File: config.mk
export PLATFORM = sky130hd
export DESIGN_NAME = mbus_payload_src
export DESIGN_NICKNAME = d
export VERILOG_FILES = /design/src/rtl/mps_pkg.sv /design/src/rtl/e3_packer.sv /design/src/rtl/byte_fifo.sv /design/src/rtl/slot_checker.sv /design/src/rtl/mbus_payload_src.sv
export SDC_FILE = /design/constraint.sdc
export NUM_CORES = 1
export LEC_CHECK = 0
export CORE_MARGIN = 2
export CORE_UTILIZATION = 55
export DETAILED_ROUTE_END_ITERATION = 8
export GPL_TIMING_DRIVEN = 0
export PLACE_DENSITY_LB_ADDON = 0.15
export REMOVE_ABC_BUFFERS = 1
export SLEW_MARGIN = 10
export SYNTH_ARGS = -nofsm -noshare
export SYNTH_HDL_FRONTEND = slang
export SYNTH_SLANG_ARGS = --single-unit
File: constraint.sdc
create_clock -name clk -period 4.2 [get_ports clk]
set_input_delay 0.42 -clock clk [delete_from_list [all_inputs] [get_ports clk]]
set_output_delay 0.42 -clock clk [all_outputs]
set_load 0.05 [all_outputs]
File: src/rtl/mps_pkg.sv
package mps_pkg;
    typedef enum logic [1:0] {
        ST_IDLE,
        ST_HUNT,
        ST_RUN,
        ST_FAULT
    } mps_state_e;

    typedef enum logic [1:0] {
        SLOT_NONE,
        SLOT_PL,
        SLOT_OTHER,
        SLOT_POH
    } slot_kind_e;
endpackage

File: src/rtl/e3_packer.sv
module e3_packer #(
    parameter int DATA_W = 8
) (
    input  logic              clk,
    input  logic              rst_n,
    input  logic              clr,
    input  logic              bit_en,
    input  logic              bit_in,
    output logic              byte_vld,
    output logic [DATA_W-1:0] byte_out
);
    localparam int CW = $clog2(DATA_W);

    logic [DATA_W-2:0] shreg;
    logic [CW-1:0]     cnt;

    // The byte is handed over in the same cycle as its last bit.
    assign byte_vld = bit_en && (cnt == CW'(DATA_W - 1));
    assign byte_out = {shreg, bit_in};

    always_ff @(posedge clk) begin
        if (!rst_n || clr) begin
            shreg <= '0;
            cnt   <= '0;
        end else if (bit_en) begin
            shreg <= {shreg[DATA_W-3:0], bit_in};
            cnt   <= (cnt == CW'(DATA_W - 1)) ? '0 : cnt + 1'b1;
        end
    end
endmodule

File: src/rtl/byte_fifo.sv
module byte_fifo #(
    parameter int DATA_W = 8,
    parameter int DEPTH  = 32
) (
    input  logic                       clk,
    input  logic                       rst_n,
    input  logic                       clr,
    input  logic                       push,
    input  logic [DATA_W-1:0]          din,
    input  logic                       pop,
    output logic [DATA_W-1:0]          dout,
    output logic                       empty,
    output logic                       full,
    output logic [$clog2(DEPTH):0]     fill
);
    localparam int AW = $clog2(DEPTH);

    logic [DATA_W-1:0] mem [DEPTH];
    logic [AW-1:0]     wr_ptr;
    logic [AW-1:0]     rd_ptr;
    logic              do_push;
    logic              do_pop;

    assign empty   = (fill == '0);
    assign full    = (fill == (AW+1)'(DEPTH));
    assign do_pop  = pop && !empty;
    assign do_push = push && (!full || do_pop);
    assign dout    = mem[rd_ptr];

    always_ff @(posedge clk) begin
        if (do_push) begin
            mem[wr_ptr] <= din;
        end
    end

    always_ff @(posedge clk) begin
        if (!rst_n || clr) begin
            wr_ptr <= '0;
            rd_ptr <= '0;
            fill   <= '0;
        end else begin
            if (do_push) wr_ptr <= wr_ptr + 1'b1;
            if (do_pop)  rd_ptr <= rd_ptr + 1'b1;
            unique case ({do_push, do_pop})
                2'b10:   fill <= fill + 1'b1;
                2'b01:   fill <= fill - 1'b1;
                default: fill <= fill;
            endcase
        end
    end
endmodule

File: src/rtl/slot_checker.sv
module slot_checker
    import mps_pkg::*;
#(
    parameter int ROW_SLOTS   = 90,
    parameter int ROW_PAYLOAD = 84
) (
    input  logic       clk,
    input  logic       rst_n,
    input  logic       clr,
    input  logic       adv,
    input  slot_kind_e kind,
    output logic       bad
);
    localparam int CW = $clog2(ROW_SLOTS + 1);

    logic [CW-1:0] slot_cnt;
    logic [CW-1:0] pl_cnt;
    logic [CW-1:0] slots_nx;

    assign slots_nx = slot_cnt + 1'b1;

    always_comb begin
        bad = 1'b0;
        if (adv) begin
            if (kind == SLOT_POH) begin
                bad = (slots_nx != CW'(ROW_SLOTS)) || (pl_cnt != CW'(ROW_PAYLOAD));
            end else begin
                bad = (slots_nx >= CW'(ROW_SLOTS));
            end
        end
    end

    always_ff @(posedge clk) begin
        if (!rst_n || clr || (adv && kind == SLOT_POH)) begin
            slot_cnt <= '0;
            pl_cnt   <= '0;
        end else if (adv) begin
            slot_cnt <= slots_nx;
            if (kind == SLOT_PL) pl_cnt <= pl_cnt + 1'b1;
        end
    end
endmodule

File: src/rtl/mbus_payload_src.sv
module mbus_payload_src
    import mps_pkg::*;
#(
    parameter int DATA_W      = 8,
    parameter int DEPTH       = 32,
    parameter int ROW_SLOTS   = 90,
    parameter int ROW_PAYLOAD = 84
) (
    input  logic              clk,
    input  logic              rst_n,
    input  logic              enable,
    input  logic              e3_bit_en,
    input  logic              e3_bit,
    input  logic              slot_en,
    input  logic              pos_val,
    input  logic              pos_pl,
    input  logic              pos_foh,
    input  logic              pos_poh,
    input  logic              pos_fp,
    input  logic              stat_rd,
    output logic [DATA_W-1:0] tx_data,
    output logic              synced,
    output logic              sts_corrupt,
    output logic              fifo_corrupt
);
    localparam int FW = $clog2(DEPTH) + 1;
    localparam logic [DATA_W-1:0] IDLE_BYTE = '1;

    mps_state_e        state, state_nx;
    slot_kind_e        kind;
    logic              live;
    logic              flush;
    logic              byte_vld;
    logic [DATA_W-1:0] byte_val;
    logic              pop;
    logic [DATA_W-1:0] head;
    logic              empty;
    logic              full;
    logic [FW-1:0]     fill;
    logic              row_bad;
    logic              ovf;
    logic              unf;

    always_comb begin
        if (!pos_val)               kind = SLOT_NONE;
        else if (pos_poh)           kind = SLOT_POH;
        else if (pos_pl)            kind = SLOT_PL;
        else if (pos_foh || pos_fp) kind = SLOT_OTHER;
        else                        kind = SLOT_NONE;
    end

    assign live  = (state == ST_RUN) && enable;
    assign flush = (state == ST_IDLE);
    assign pop   = live && slot_en && (kind == SLOT_PL);
    assign ovf   = byte_vld && full && !pop;
    assign unf   = pop && empty;

    e3_packer #(.DATA_W(DATA_W)) u_pack (
        .clk      (clk),
        .rst_n    (rst_n),
        .clr      (flush),
        .bit_en   (e3_bit_en),
        .bit_in   (e3_bit),
        .byte_vld (byte_vld),
        .byte_out (byte_val)
    );

    byte_fifo #(.DATA_W(DATA_W), .DEPTH(DEPTH)) u_fifo (
        .clk   (clk),
        .rst_n (rst_n),
        .clr   (flush),
        .push  (byte_vld),
        .din   (byte_val),
        .pop   (pop),
        .dout  (head),
        .empty (empty),
        .full  (full),
        .fill  (fill)
    );

    slot_checker #(.ROW_SLOTS(ROW_SLOTS), .ROW_PAYLOAD(ROW_PAYLOAD)) u_rowchk (
        .clk   (clk),
        .rst_n (rst_n),
        .clr   (!live),
        .adv   (live && slot_en && (kind != SLOT_NONE)),
        .kind  (kind),
        .bad   (row_bad)
    );

    // State register
    always_ff @(posedge clk) begin
        if (!rst_n) state <= ST_IDLE;
        else        state <= state_nx;
    end

    // Transitions: ENABLE, LOCK, BREAK, DISABLE
    always_comb begin
        state_nx = state;
        unique case (state)
            ST_IDLE:  if (enable) state_nx = ST_HUNT;
            ST_HUNT:  if (!enable) state_nx = ST_IDLE;
                      else if (slot_en && kind == SLOT_POH) state_nx = ST_RUN;
            ST_RUN:   if (!enable) state_nx = ST_IDLE;
                      else if (row_bad) state_nx = ST_FAULT;
            ST_FAULT: if (!enable) state_nx = ST_IDLE;
        endcase
    end

    assign synced = (state == ST_RUN);

    // Outputs
    always_ff @(posedge clk) begin
        if (!rst_n) begin
            tx_data      <= IDLE_BYTE;
            sts_corrupt  <= 1'b0;
            fifo_corrupt <= 1'b0;
        end else begin
            if (!live)        tx_data <= IDLE_BYTE;
            else if (slot_en) tx_data <= (pop && !empty) ? head : IDLE_BYTE;

            if (row_bad)      sts_corrupt <= 1'b1;
            else if (stat_rd) sts_corrupt <= 1'b0;

            if (ovf || unf)   fifo_corrupt <= 1'b1;
            else if (stat_rd) fifo_corrupt <= 1'b0;
        end
    end
endmodule

# After elaboration in Yosys (flattened, before gate mapping)
# Memory sizes are Yosys's and may differ from the RTL's. A register that Yosys moved wholly into a read port is not among the register bits.
# Cells that the tools add are included.
# W data, S select, Z words.
# word_totals
word_cells	91
latchBits	0
input_bits	12
mem_count	1
ramBits	256
rom_bits	0
out_inout_bits	11
reg_bits	52
# op_classes
div_mod_pow	0
shift	0
n_addsub	7
magnitude_cmp	1
multipliers	0
mux	23
n_bitwise	0
eq_ne	15
reduce_logical	33
# memory_table
memory	words	width	read_ports	rd_ports_with_merged_regs	wr	line_no	rtl
u_fifo.mem	32	8	1	1	1	byte_fifo.sv:18	logic [DATA_W-1:0] mem [DEPTH];
# op_table
op	n
$mux W2	10
$add A7 B1 Y7 const B	2
$ne A7 B7 Y1 const B	2
$logic_and A1 B1 Y1	12
$pmux W6 S2	1
$add A5 B1 Y5 const B	2
$mux W5	2
$eq A2 B2 Y1 const B	4
$mux W8	1
$pmux W2 S4	1
$reduce_bool A2 Y1	4
$ge A7 B7 Y1 const B	1
$logic_or A1 B1 Y1	7
$mux W1	7
$add A6 B1 Y6 const B	1
$eq A2 B1 Y1 const B	3
$eq A6 B6 Y1 const B	1
$logic_not A6 Y1	1
$sub A6 B1 Y6 const B	1
$logic_not A1 Y1	5
$ne A2 B2 Y1 const B	2
$reduce_and A2 Y1	2
$reduce_and A4 Y1	1
$add A3 B1 Y3 const B	1
5 further kinds	5

# Longest topological paths before layout
# Gate-level depths: netlist of the first run.
# depth
ltp_word	12
mapped_depth	12

# Modules after synthesis
# Synthesis of the first run repeated with hierarchy kept, for this count alone.
# hier_totals
cells_unflattened	723
hier_area_um2	12727.2
# by_module_without_submodules
mod	cells_per_inst	instances	area_each_um2	seq_area_each_um2
byte_fifo	538	1	10989.3	8107.8
slot_checker	95	1	812.0	280.3
mbus_payload_src	51	1	520.5	240.2
e3_packer	39	1	405.4	200.2

# Worst setup path before layout of the first run
# No wires, ideal clock.
# synth_path
path_kind	register to register
startpoint	register u_pack.cnt[0]
endpoint	register u_fifo.fill[4]
setup_ns	0.131
path_buffers	1
required_ns	4.069
slack_ns	1.669
t_arrival_ns	2.400
stages_incl_launch_ff	12
path_cell_list	dfxtp_1 -> ha_1 -> ha_1 -> and2_1 -> clkbuf_1 -> nor3_1 -> xor2_1 -> ha_1 -> nand2b_1 -> or4_1 -> a21oi_1 -> nor3b_1
# synth_between
elab_chain_cells	5
elab_cells_between_ends	7
# synth_rtl
element	line_no	rtl
from (decl)	e3_packer.sv:15	logic [CW-1:0] cnt;
from (signal assigned)	e3_packer.sv:27	cnt <= (cnt == CW'(DATA_W - 1)) ? '0 : cnt + 1'b1;
$eq A3 B3 Y1 *	e3_packer.sv:18	assign byte_vld = bit_en && (cnt == CW'(DATA_W - 1));
$logic_and A1 B1 Y1 *	e3_packer.sv:18	
$logic_and A1 B1 Y1 *	byte_fifo.sv:27	assign do_push = push && (!full || do_pop);
$eq A2 B1 Y1 / $eq A2 B2 Y1 (equally long branches)	byte_fifo.sv:44	unique case ({do_push, do_pop})
$pmux W6 S2 / $reduce_bool A2 Y1 (equally long branches)	n/a	
to (signal assigned)	byte_fifo.sv:45	2'b10: fill <= fill + 1'b1;
to (signal assigned)	byte_fifo.sv:46	2'b01: fill <= fill - 1'b1;
to (signal assigned)	byte_fifo.sv:47	default: fill <= fill;
to (decl)	byte_fifo.sv:14	output logic [$clog2(DEPTH):0] fill
# Every way passes the cells marked *; elsewhere a longest branch is shown, timed or not.
# A chain may end at the register's enable or synchronous reset.

# Worst setup path in the final report of the first run
# layout_path
startpoint	input port slot_en
endpoint	memory u_fifo.mem[24][4] (enable)
# layout_between
elab_chain_cells	7
# layout_rtl
element	line_no	rtl
from (decl)	mbus_payload_src.sv:14	input logic slot_en,
$logic_and A1 B1 Y1 (2 in a row)	mbus_payload_src.sv:54	assign pop = live && slot_en && (kind == SLOT_PL);
$logic_and A1 B1 Y1	byte_fifo.sv:26	assign do_pop = pop && !empty;
$logic_or A1 B1 Y1	byte_fifo.sv:27	
$logic_and A1 B1 Y1	byte_fifo.sv:27	
$mux W1	byte_fifo.sv:31	if (do_push) begin
$mux W1 (not written as such)	byte_fifo.sv:32	mem[wr_ptr] <= din;
to (decl)	byte_fifo.sv:18	
# Every way passes these cells.

==> results of run 1 <==
==> metrics by stage <==
step,worst slack (ns),std cells
after floorplan,-0.331,757
after global placement,-1.83,1064
after detailed placement,0.151,1068
after CTS,0.658,1129
after global routing,0.348,1129
final,0.624,1129
==> kinds of logic (layout without fill, tap and decap cells) <==
family / count (synthesis) / after routing
compound gates: 82 / 82
xor+xnor: 21 / 21
fa+ha+maj: 12 / 12
buf+inv: 48 / 99
flops: 313 / 313
mux: 100 / 100
simple gates: 217 / 217
==> state kept, by name, summed over array words and instances, names as in the netlist, named ones only <==
register and flops:
u_pack.shreg 7, u_fifo.rd_ptr 5, u_pack.cnt 3, state 2, u_fifo.wr_ptr 5, tx_data 8, fifo_corrupt 1, u_rowchk.slot_cnt 7
u_fifo.mem 256, u_rowchk.pl_cnt 7, u_fifo.fill 6, sts_corrupt 1
==> cell usage after synthesis (4+ instances only) <==
master | number | area share, %
xor2_1 | 12 | 0.83
nor2_1 | 79 | 2.3
o21ai_0 | 11 | 0.43
nor2b_1 | 7 | 0.34
o211ai_1 | 7 | 0.41
or3_1 | 4 | 0.20
clkbuf_1 | 18 | 0.53
nand3_1 | 21 | 0.83
dfxtp_1 | 57 | 9.0
and3b_1 | 8 | 0.55
inv_1 | 11 | 0.33
buf_1 | 4 | 0.12
edfxtp_1 | 256 | 61
a22oi_1 | 12 | 0.71
nand3b_1 | 6 | 0.35
ha_1 | 12 | 1.2
xnor2_1 | 9 | 0.62
nor4_1 | 7 | 0.34
nor3_1 | 5 | 0.20
a221oi_1 | 19 | 1.3
or4_1 | 4 | 0.24
nand4_1 | 9 | 0.44
nand2b_1 | 9 | 0.44
buf_2 | 10 | 0.39
a21oi_1 | 11 | 0.43
o21a_1 | 4 | 0.24
mux2i_1 | 55 | 4.3
nand2_1 | 33 | 0.98
mux4_2 | 45 | 8.0
==> cell type report <==
cell class	instances	area, sq um	area share [%]
Timing Repair Buffer	26	289	2.01
Clock inverter	12	183	1.27
Sequential cell	313	8850	61.6
Multi-Input combinational cell	432	3670	25.5
Clock buffer	49	981	6.83
Inverter	12	45.0	0.314
Tap cell	285	357	2.48
==> power breakdown <==
| part | leakage [nW] | internal (mW) | switching (mW) | total (mW) |
|---|---|---|---|---|
| combinational | 1.07 | 0.0161 | 0.0209 | 0.0370 |
| clock | 0.569 | 1.93 | 1.14 | 3.07 |
| sequential | 3.08 | 3.32 | 0.00357 | 3.32 |
==> critical path, stage by stage <==
cell	delay [ns]
clkdlybuf4s50_1	0.53
and3b_1	0.30
nand4_1	0.47
a31oi_2	0.67
nand2_1	0.47
nor2_1	0.82
==> routing by layer <==
metal / up-vias / routed length (um) / global-route usage, % / part of all wire, %
met5: - / 0 / 0 / 0
met4: 0 / 533 / 6.51 / 2.0
met3: 34 / 1790 / 4.22 / 6.7
met2: 234 / 13100 / 38.0 / 49
met1: 3576 / 11100 / 31.8 / 42
li1: 3169 / - / - / -
==> how the worst max path moves through the flow <==
stage                     cells past startpoint                end     start
after floorplan                               5         tx_data[2]  register
after global placement                        5         tx_data[2]  register
after detailed placement                      6  u_fifo.mem[24][5]   slot_en
after CTS                                     5  u_fifo.mem[24][4]  state[1]
after global routing                          5  u_fifo.mem[24][4]  state[1]
final                                         6  u_fifo.mem[24][4]   slot_en
==> flow_metrics.py, run 1 <==
metrics = {
    "timing": {
        "rsz0062_at_grt": "no",
        "timing.final.crit_share_pct": 85.1,
        "setup_violations": 0,
        "fmaxAchievable_mhz": 280,
        "tightest_slew_ns": 1.14,
        "slew_viol_final": 0,
        "hold_viol": 0,
        "period_needed_ns": 3.58,
        "fin_worst_skew_ns": 0.0145,
        "relSlewSlack_pct": 23.4,
        "finalSetupTns_ns": 0,
        "holdWs_ns": 0.493,
    },
    "placed_design": {
        "dpl.hpwl_um": 16500,
        "port_buffers": 22,
        "gp_congestion": 0.898,
        "placed_area_sq_um": 13200,
    },
    "critical_path": {
        "startpoint_type": "input pin",
        "path_class": "input pin to register",
        "end_kind": "register",
        "required_ns": 4.32,
        "rr_worst_depth": 5,
        "regToRegEndpoint": "u_fifo.mem[24][4]",
        "rrSetupSlack_ns": 0.63,
        "crit_path_max_fanout": 12,
        "arrival_ns": 3.70,
        "worstReg2RegStart": "state[1]",
    },
    "grt": {
        "grt_max_degree": 48,
        "grt_pass1_vias": 7229,
        "grt_usage_pct": 23.0,
        "overflow": 0,
        "grt_pass1_wl_um": 41700,
        "antenna_found_initial": 0,
    },
    "cts": {
        "cts_setup_buffers": 0,
        "cts-root-buf": "clkbuf_16",
        "cts.sinks": 313,
        "clk_pin_slew_ns": 0.06,
        "cts_buffers": 34,
        "postCtsHoldBufs": 0,
        "cts_resized": 0,
        "clk_path_buf_depth": 3,
        "insertion_delay_ns": 0.51,
        "cts_tree": "built",
        "h-tree-depth": 2,
    },
    "pwr": {
        "p_per_area_nw_per_um2": 447,
        "power.total_mw": 6.42,
        "ir_worst_vdd_uv": 280,
        "leakagePower_nw": 4.71,
    },
    "floorplan": {
        "chipHeight_um": 156,
        "core_area_sq_um": 22600,
        "start_util_pct": 56.1,
        "die-area_sq_um": 24300,
        "fp-row-count": 55,
        "die_w_um": 156,
        "ioPinCount": 23,
    },
    "drt": {
        "drt_wl_total_um": 26600,
        "drc_errors": 0,
        "wl_per_cell_um": 23.5,
        "drt-initial-drc-count": 637,
        "drt_pass1_iterations": 5,
        "antenna_left": 0,
        "viasPerCell": 6.21,
        "vias": 7013,
    },
    "synth": {
        "synth_top_family_by_area": "multiplexers",
        "synth_area_sq_um": 12700,
        "synth_cell_types": 60,
        "synthArstFlopShare_pct": 0,
        "yosysWarningCount": 0,
        "synthAdderAreaFrac_pct": 1.18,
        "yosys.area_share.xor_xnor_pct": 1.45,
        "syn_inst": 793,
        "synthSimpleGateAreaFrac_pct": 9.06,
        "synth.area.mux_share_pct": 12.3,
        "synth_ff_type": "edfxtp_1",
        "synth_compound_area_share_pct": 4.80,
        "yosysSeqAreaShare_pct": 69.5,
        "syn_area_per_cell_sq_um": 16.0,
        "ys_ff_latch": 313,
        "synth_edf_count": 256,
    },
    "finish": {
        "design_area_sq_um": 14400,
        "nFillCells": 1585,
        "drive_gt1_share_pct": 14.9,
        "syn_to_final_growth_pct": 13.1,
        "finish.utilization_pct": 63.5,
        "layout.nets": 843,
        "layout_commonest_cell": "edfxtp_1",
        "antenna_cells": 0,
        "mostFrequentLayoutCells": "edfxtp_1 (256), nor2_1 (78), mux2i_1 (55), dfxtp_1 (47), mux4_2 (45)",
    },
    "hold_path": {
        "hold_depth": 2,
        "min_from": "fifo_corrupt",
        "hold_end": "fifo_corrupt",
        "hp-class": "register to register",
    },
    "run": {
        "maxCapViolCount": 0,
    },
    "status": {
        "status": "complete, no violations",
    },
}
No activity file was read; power rests on OpenSTA's default activity.
==> run 2, diff against run 1 <==
--- a/config.mk
+++ b/config.mk
@@ -7,6 +7,7 @@
 export LEC_CHECK = 0
 export CORE_MARGIN = 2
 export CORE_UTILIZATION = 55
+export CTS_CLUSTER_SIZE = 8
 export DETAILED_ROUTE_END_ITERATION = 8
 export GPL_TIMING_DRIVEN = 0
 export PLACE_DENSITY_LB_ADDON = 0.15
==> flow_metrics.py, run 2 (synthesis gave the netlist of run 1 again) <==
metrics = {
    "critical_path": {
        "end_kind": "register",
        "arrival_ns": 3.67,
        "path_class": "input pin to register",
        "startpoint_type": "input pin",
        "crit_path_max_fanout": 12,
        "required_ns": 4.34,
    },
    "timing": {
        "setup_violations": 0,
        "period_needed_ns": 3.54,
        "rsz0062_at_grt": "no",
        "hold_viol": 0,
        "fin_worst_skew_ns": 0.0224,
        "fmaxAchievable_mhz": 283,
        "tightest_slew_ns": 1.07,
        "slew_viol_final": 0,
        "holdWs_ns": 0.481,
        "relSlewSlack_pct": 28.2,
        "timing.final.crit_share_pct": 84.2,
    },
    "grt": {
        "grt_pass1_wl_um": 42300,
        "overflow": 0,
        "grt_usage_pct": 23.3,
        "grt_max_degree": 48,
        "grt_pass1_vias": 7395,
        "antenna_found_initial": 0,
    },
    "pwr": {
        "combPwrFrac_pct": 0.5,
        "p_sw_share_pct": 18.9,
        "p_sw_mw": 1.26,
        "p_per_area_nw_per_um2": 459,
        "p_int_mw": 5.41,
        "ir_worst_vdd_uv": 309,
        "leakagePower_nw": 4.77,
        "p_seq_share_pct": 49.8,
        "pwr-share-clk_pct": 49.6,
    },
    "finish": {
        "largest_register_ffs": 256,
        "drive_gt1_share_pct": 14.7,
        "layout.nets": 854,
        "antenna_cells": 0,
        "regMostFlops": "u_fifo.mem",
        "syn_to_final_growth_pct": 14.4,
        "finish.utilization_pct": 64.2,
        "layout_commonest_cell": "edfxtp_1",
        "top_regs": "u_fifo.mem: 256 flops, tx_data: 8 flops",
        "mostFrequentLayoutCells": "edfxtp_1 (256), nor2_1 (78), mux2i_1 (55), dfxtp_1 (47), clkbuf_16 (47)",
        "nFillCells": 1566,
    },
    "floorplan": {
        "ioPinCount": 23,
        "core_area_sq_um": 22600,
        "fp-row-count": 55,
        "start_util_pct": 56.1,
        "chipHeight_um": 156,
        "die_w_um": 156,
        "die-area_sq_um": 24300,
    },
    "cts": {
        "cts_setup_buffers": 0,
        "cts_buffers": 45,
        "cts.sinks": 313,
        "clk_path_buf_depth": 3,
        "postCtsHoldBufs": 0,
        "cts_resized": 0,
        "cts_tree": "built",
        "h-tree-depth": 2,
        "insertion_delay_ns": 0.52,
        "cts-root-buf": "clkbuf_16",
        "clk_pin_slew_ns": 0.05,
    },
    "drt": {
        "wl_per_cell_um": 23.5,
        "vias": 7161,
        "drt_pass1_iterations": 5,
        "drc_errors": 0,
        "drt_wl_total_um": 27000,
        "drt-initial-drc-count": 570,
        "antenna_left": 0,
        "viasPerCell": 6.22,
    },
    "hold_path": {
        "hp-class": "input pin to register",
    },
    "run": {
        "maxCapViolCount": 0,
    },
    "placed_design": {
        "dpl.hpwl_um": 16500,
        "gp_congestion": 0.898,
        "port_buffers": 22,
    },
    "status": {
        "status": "complete, no violations",
    },
}
-- run 2: critical path: stages --
cell and delay, ns:
clkdlybuf4s50_1 0.54, and3b_1 0.29, nand4_1 0.47, a31oi_2 0.66, nand2_1 0.47, nor2_1 0.81
-- run 2: path summary, 6_finish.rpt --
check | from | end | slack, ns | cells past startpoint
worst min-delay path | e3_bit | u_fifo.mem[22][0] | 0.48 | 1
worst max-delay path | slot_en | u_fifo.mem[24][3] | 0.66 | 6
worst max register to register | state[1] | u_fifo.mem[24][3] | 0.67 | 5
worst min register to register | fifo_corrupt | fifo_corrupt | 0.49 | 2
-- run 2: stage by stage --
stage | setup TNS, ns | instances | instance area, sq um | setup WS [ns] | total power, mW
floorplan | -1.80 | 757 | 12500 | -0.331 | 3.40
global placement | -13.19 | 1064 | 13100 | -1.83 | 3.42
detailed placement | 0 | 1068 | 13200 | 0.151 | 3.42
CTS | 0 | 1151 | 14500 | 0.657 | 6.71
global route | 0 | 1151 | 14500 | 0.381 | 6.86
finish | 0 | 1151 | 14500 | 0.664 | 6.67
-- run 2: cell type report --
type | count | area [sq um] | area share [%]
clock buffer | 81 | 1300 | 8.98
clock inverter | 2 | 17.5 | 0.121
inverter | 12 | 45.0 | 0.310
multi-input combinational | 432 | 3670 | 25.2
sequential | 313 | 8850 | 60.9
tap | 285 | 357 | 2.46
timing repair buffer | 26 | 289 | 1.99
-- run 2: layer usage --
metal | wire length [um] | track usage [%] | vias to the layer above
met5 | 0 | 0 | -
met4 | 788 | 7.95 | 0
met3 | 1790 | 4.50 | 55
met2 | 13200 | 38.4 | 242
met1 | 11300 | 31.7 | 3651
li1 | - | - | 3213
-- run 2: power groups by stage --
stage          sequential (mW)  clock [mW]  combinational (mW)
4_1_cts                   3.33        3.35              0.0374
5_1_grt                   3.32        3.50              0.0394
3_5_place_dp              3.39           0              0.0372
6_report                  3.33        3.31              0.0365
3_3_place_gp              3.39           0              0.0339
2_1_floorplan             3.38           0              0.0117
==> run 3, diff against run 2 <==
==> constraint.sdc (replaced) <==
create_clock -name clk -period 3.1 [get_ports clk]
set_input_delay 0.31 -clock clk [delete_from_list [all_inputs] [get_ports clk]]
set_output_delay 0.31 -clock clk [all_outputs]
set_load 0.05 [all_outputs]
==> flow_metrics.py, run 3 (synthesis gave the netlist of run 1 again) <==
metrics = {
    "critical_path": {
        "rr_worst_depth": 9,
        "path_class": "register to register",
        "worst-path-stages": 9,
        "startpoint_type": "register",
        "cp_num_buf_inv": 0,
        "crit_chain": "or3_4, nor4_4, nor3_1, xor2_1, ha_1, nand2b_1, or4_1, nand3_1, nor3b_1",
        "slowest_delay_ns": 0.47,
        "crit_path_max_fanout": 10,
        "critPathTopFamily": "simple AND/OR/NAND/NOR gates",
        "end_kind": "register",
        "worst_path_max_delay_cell": "nor4_4",
        "arrival_ns": 3.31,
        "required_ns": 3.54,
    },
    "grt": {
        "overflow": 0,
        "grt_pass1_wl_um": 42400,
        "grt_max_degree": 48,
        "antenna_found_initial": 0,
        "grt_pass1_vias": 7424,
        "grt_usage_pct": 23.3,
    },
    "cts": {
        "h-tree-depth": 2,
        "cts-root-buf": "clkbuf_16",
        "clk_pin_slew_ns": 0.05,
        "clk_path_buf_depth": 3,
        "cts_buffers": 45,
        "insertion_delay_ns": 0.53,
        "cts.sinks": 313,
        "cts_tree": "built",
    },
    "pwr": {
        "p_sw_mw": 1.70,
        "leakagePower_nw": 4.78,
        "p_per_area_nw_per_um2": 615,
        "p_seq_share_pct": 49.9,
        "p_int_mw": 7.33,
        "combPwrFrac_pct": 0.6,
        "pwr-share-clk_pct": 49.6,
        "ir_worst_vdd_uv": 409,
        "p_sw_share_pct": 18.8,
    },
    "drt": {
        "drt_pass1_iterations": 6,
        "viasPerCell": 6.22,
        "vias": 7181,
        "dr_wl_met3_um": 1710,
        "drc_errors": 0,
        "drt-met1-wl_um": 11200,
        "top_layer": "met4",
        "drt_wl_total_um": 27000,
        "antenna_left": 0,
        "drt-initial-drc-count": 584,
        "wl_per_cell_um": 23.4,
        "wl_met2_um": 13400,
    },
    "finish": {
        "syn_to_final_growth_pct": 15.7,
        "regMostFlops": "u_fifo.mem",
        "drive_gt1_share_pct": 18.1,
        "nFillCells": 1551,
        "design_area_sq_um": 14700,
        "mostFrequentLayoutCells": "edfxtp_1 (256), mux2i_1 (55), nor2_1 (54), dfxtp_1 (47), clkbuf_16 (47)",
        "top_regs": "u_fifo.mem: 256 flops, tx_data: 8 flops",
        "layout.nets": 857,
        "multi_input_area_sq_um": 3810,
        "largest_register_ffs": 256,
        "antenna_cells": 0,
        "layout_commonest_cell": "edfxtp_1",
        "seq_area_sq_um": 8850,
    },
    "run": {
        "maxCapViolCount": 0,
    },
    "status": {
        "status": "complete, no violations",
    },
    "placed_design": {
        "dpl.hpwl_um": 16500,
        "gp_congestion": 0.898,
        "placed_area_sq_um": 13200,
        "place_ws_ns": -0.839,
        "port_buffers": 22,
    },
    "timing": {
        "hold_viol": 0,
        "fmaxAchievable_mhz": 349,
        "timing.final.ws_setup_ns": 0.232,
        "period_needed_ns": 2.87,
        "relSlewSlack_pct": 23.1,
        "slew_viol_final": 0,
        "fin_worst_skew_ns": 0.0199,
        "timing.final.crit_share_pct": 92.5,
        "setup_violations": 0,
        "rsz0062_at_grt": "no",
        "tightest_slew_ns": 1.14,
    },
    "hold_path": {
        "hold_depth": 1,
        "hp-class": "input pin to register",
    },
    "floorplan": {
        "die-area_sq_um": 24300,
        "die_w_um": 156,
        "fp-row-count": 55,
        "core_area_sq_um": 22600,
        "ioPinCount": 23,
        "start_util_pct": 56.1,
        "chipHeight_um": 156,
    },
}
[run 3: stage by stage]
| stage | hold slack, ns | TNS (ns) | total power, mW | instances | utilization [%] |
|---|---|---|---|---|---|
| after global routing | 0.384 | 0 | 9.29 | 1154 | 64.9 |
| after CTS | 0.447 | -9.15 | 9.10 | 1151 | 64.5 |
| after global placement | 0.457 | -145.60 | 4.63 | 1064 | 57.9 |
| after floorplan | 0.409 | -10.60 | 4.60 | 757 | - |
| after detailed placement | 0.473 | -140.05 | 4.64 | 1068 | 58.3 |
| final | 0.381 | 0 | 9.03 | 1154 | 64.9 |
[run 3: path summary, 6_finish.rpt]
path	startpoint	end	slack (ns)
max reg2reg	u_fifo.fill[1]	u_fifo.fill[4]	0.23
min reg2reg	fifo_corrupt	fifo_corrupt	0.49
max	u_fifo.fill[1]	u_fifo.fill[4]	0.23
min	e3_bit	u_fifo.mem[22][0]	0.38
[run 3: per-layer routing]
layer | up-vias | global-route usage (%)
met1 | 3661 | 31.7
met3 | 45 | 3.86
li1 | 3225 | -
met4 | 0 | 7.56
met5 | - | 0
met2 | 250 | 39.0
[run 3: layout make-up]
| class | instances | area share, % |
|---|---|---|
| inverters | 12 | 0.307 |
| repair buffers | 29 | 2.12 |
| clock buffers | 81 | 8.88 |
| flip-flops and latches | 313 | 60.2 |
| well taps | 285 | 2.43 |
| clock inverters | 2 | 0.119 |
| multi-input cells | 432 | 25.9 |
[run 3: worst reg2reg max path: stages (launching register included)]
cell      delay, ns
dfxtp_1        0.36
or3_4          0.44
nor4_4         0.47
nor3_1         0.19
xor2_1         0.19
ha_1           0.24
nand2b_1       0.17
or4_1          0.45
nand3_1        0.11
nor3b_1        0.17
[run 3: timing repair]
| item | 4_1_cts | 5_1_grt |
|---|---|---|
| setup buffers | 0 | 3 |
| setup endpoints to repair | 196 | 169 |
| endpoints found under the hold margin | 0 | 0 |
| gates resized for setup | 30 | 12 |
| hold buffers | 0 | 0 |
[run 3: power by group through the flow]
stage | clock, mW | combinational (mW) | sequential [mW]
final | 4.48 | 0.0498 | 4.51
after global routing | 4.74 | 0.0535 | 4.50
after CTS | 4.54 | 0.0506 | 4.51
after detailed placement | 0 | 0.0504 | 4.59
after global placement | 0 | 0.0459 | 4.59
after floorplan | 0 | 0.0159 | 4.59
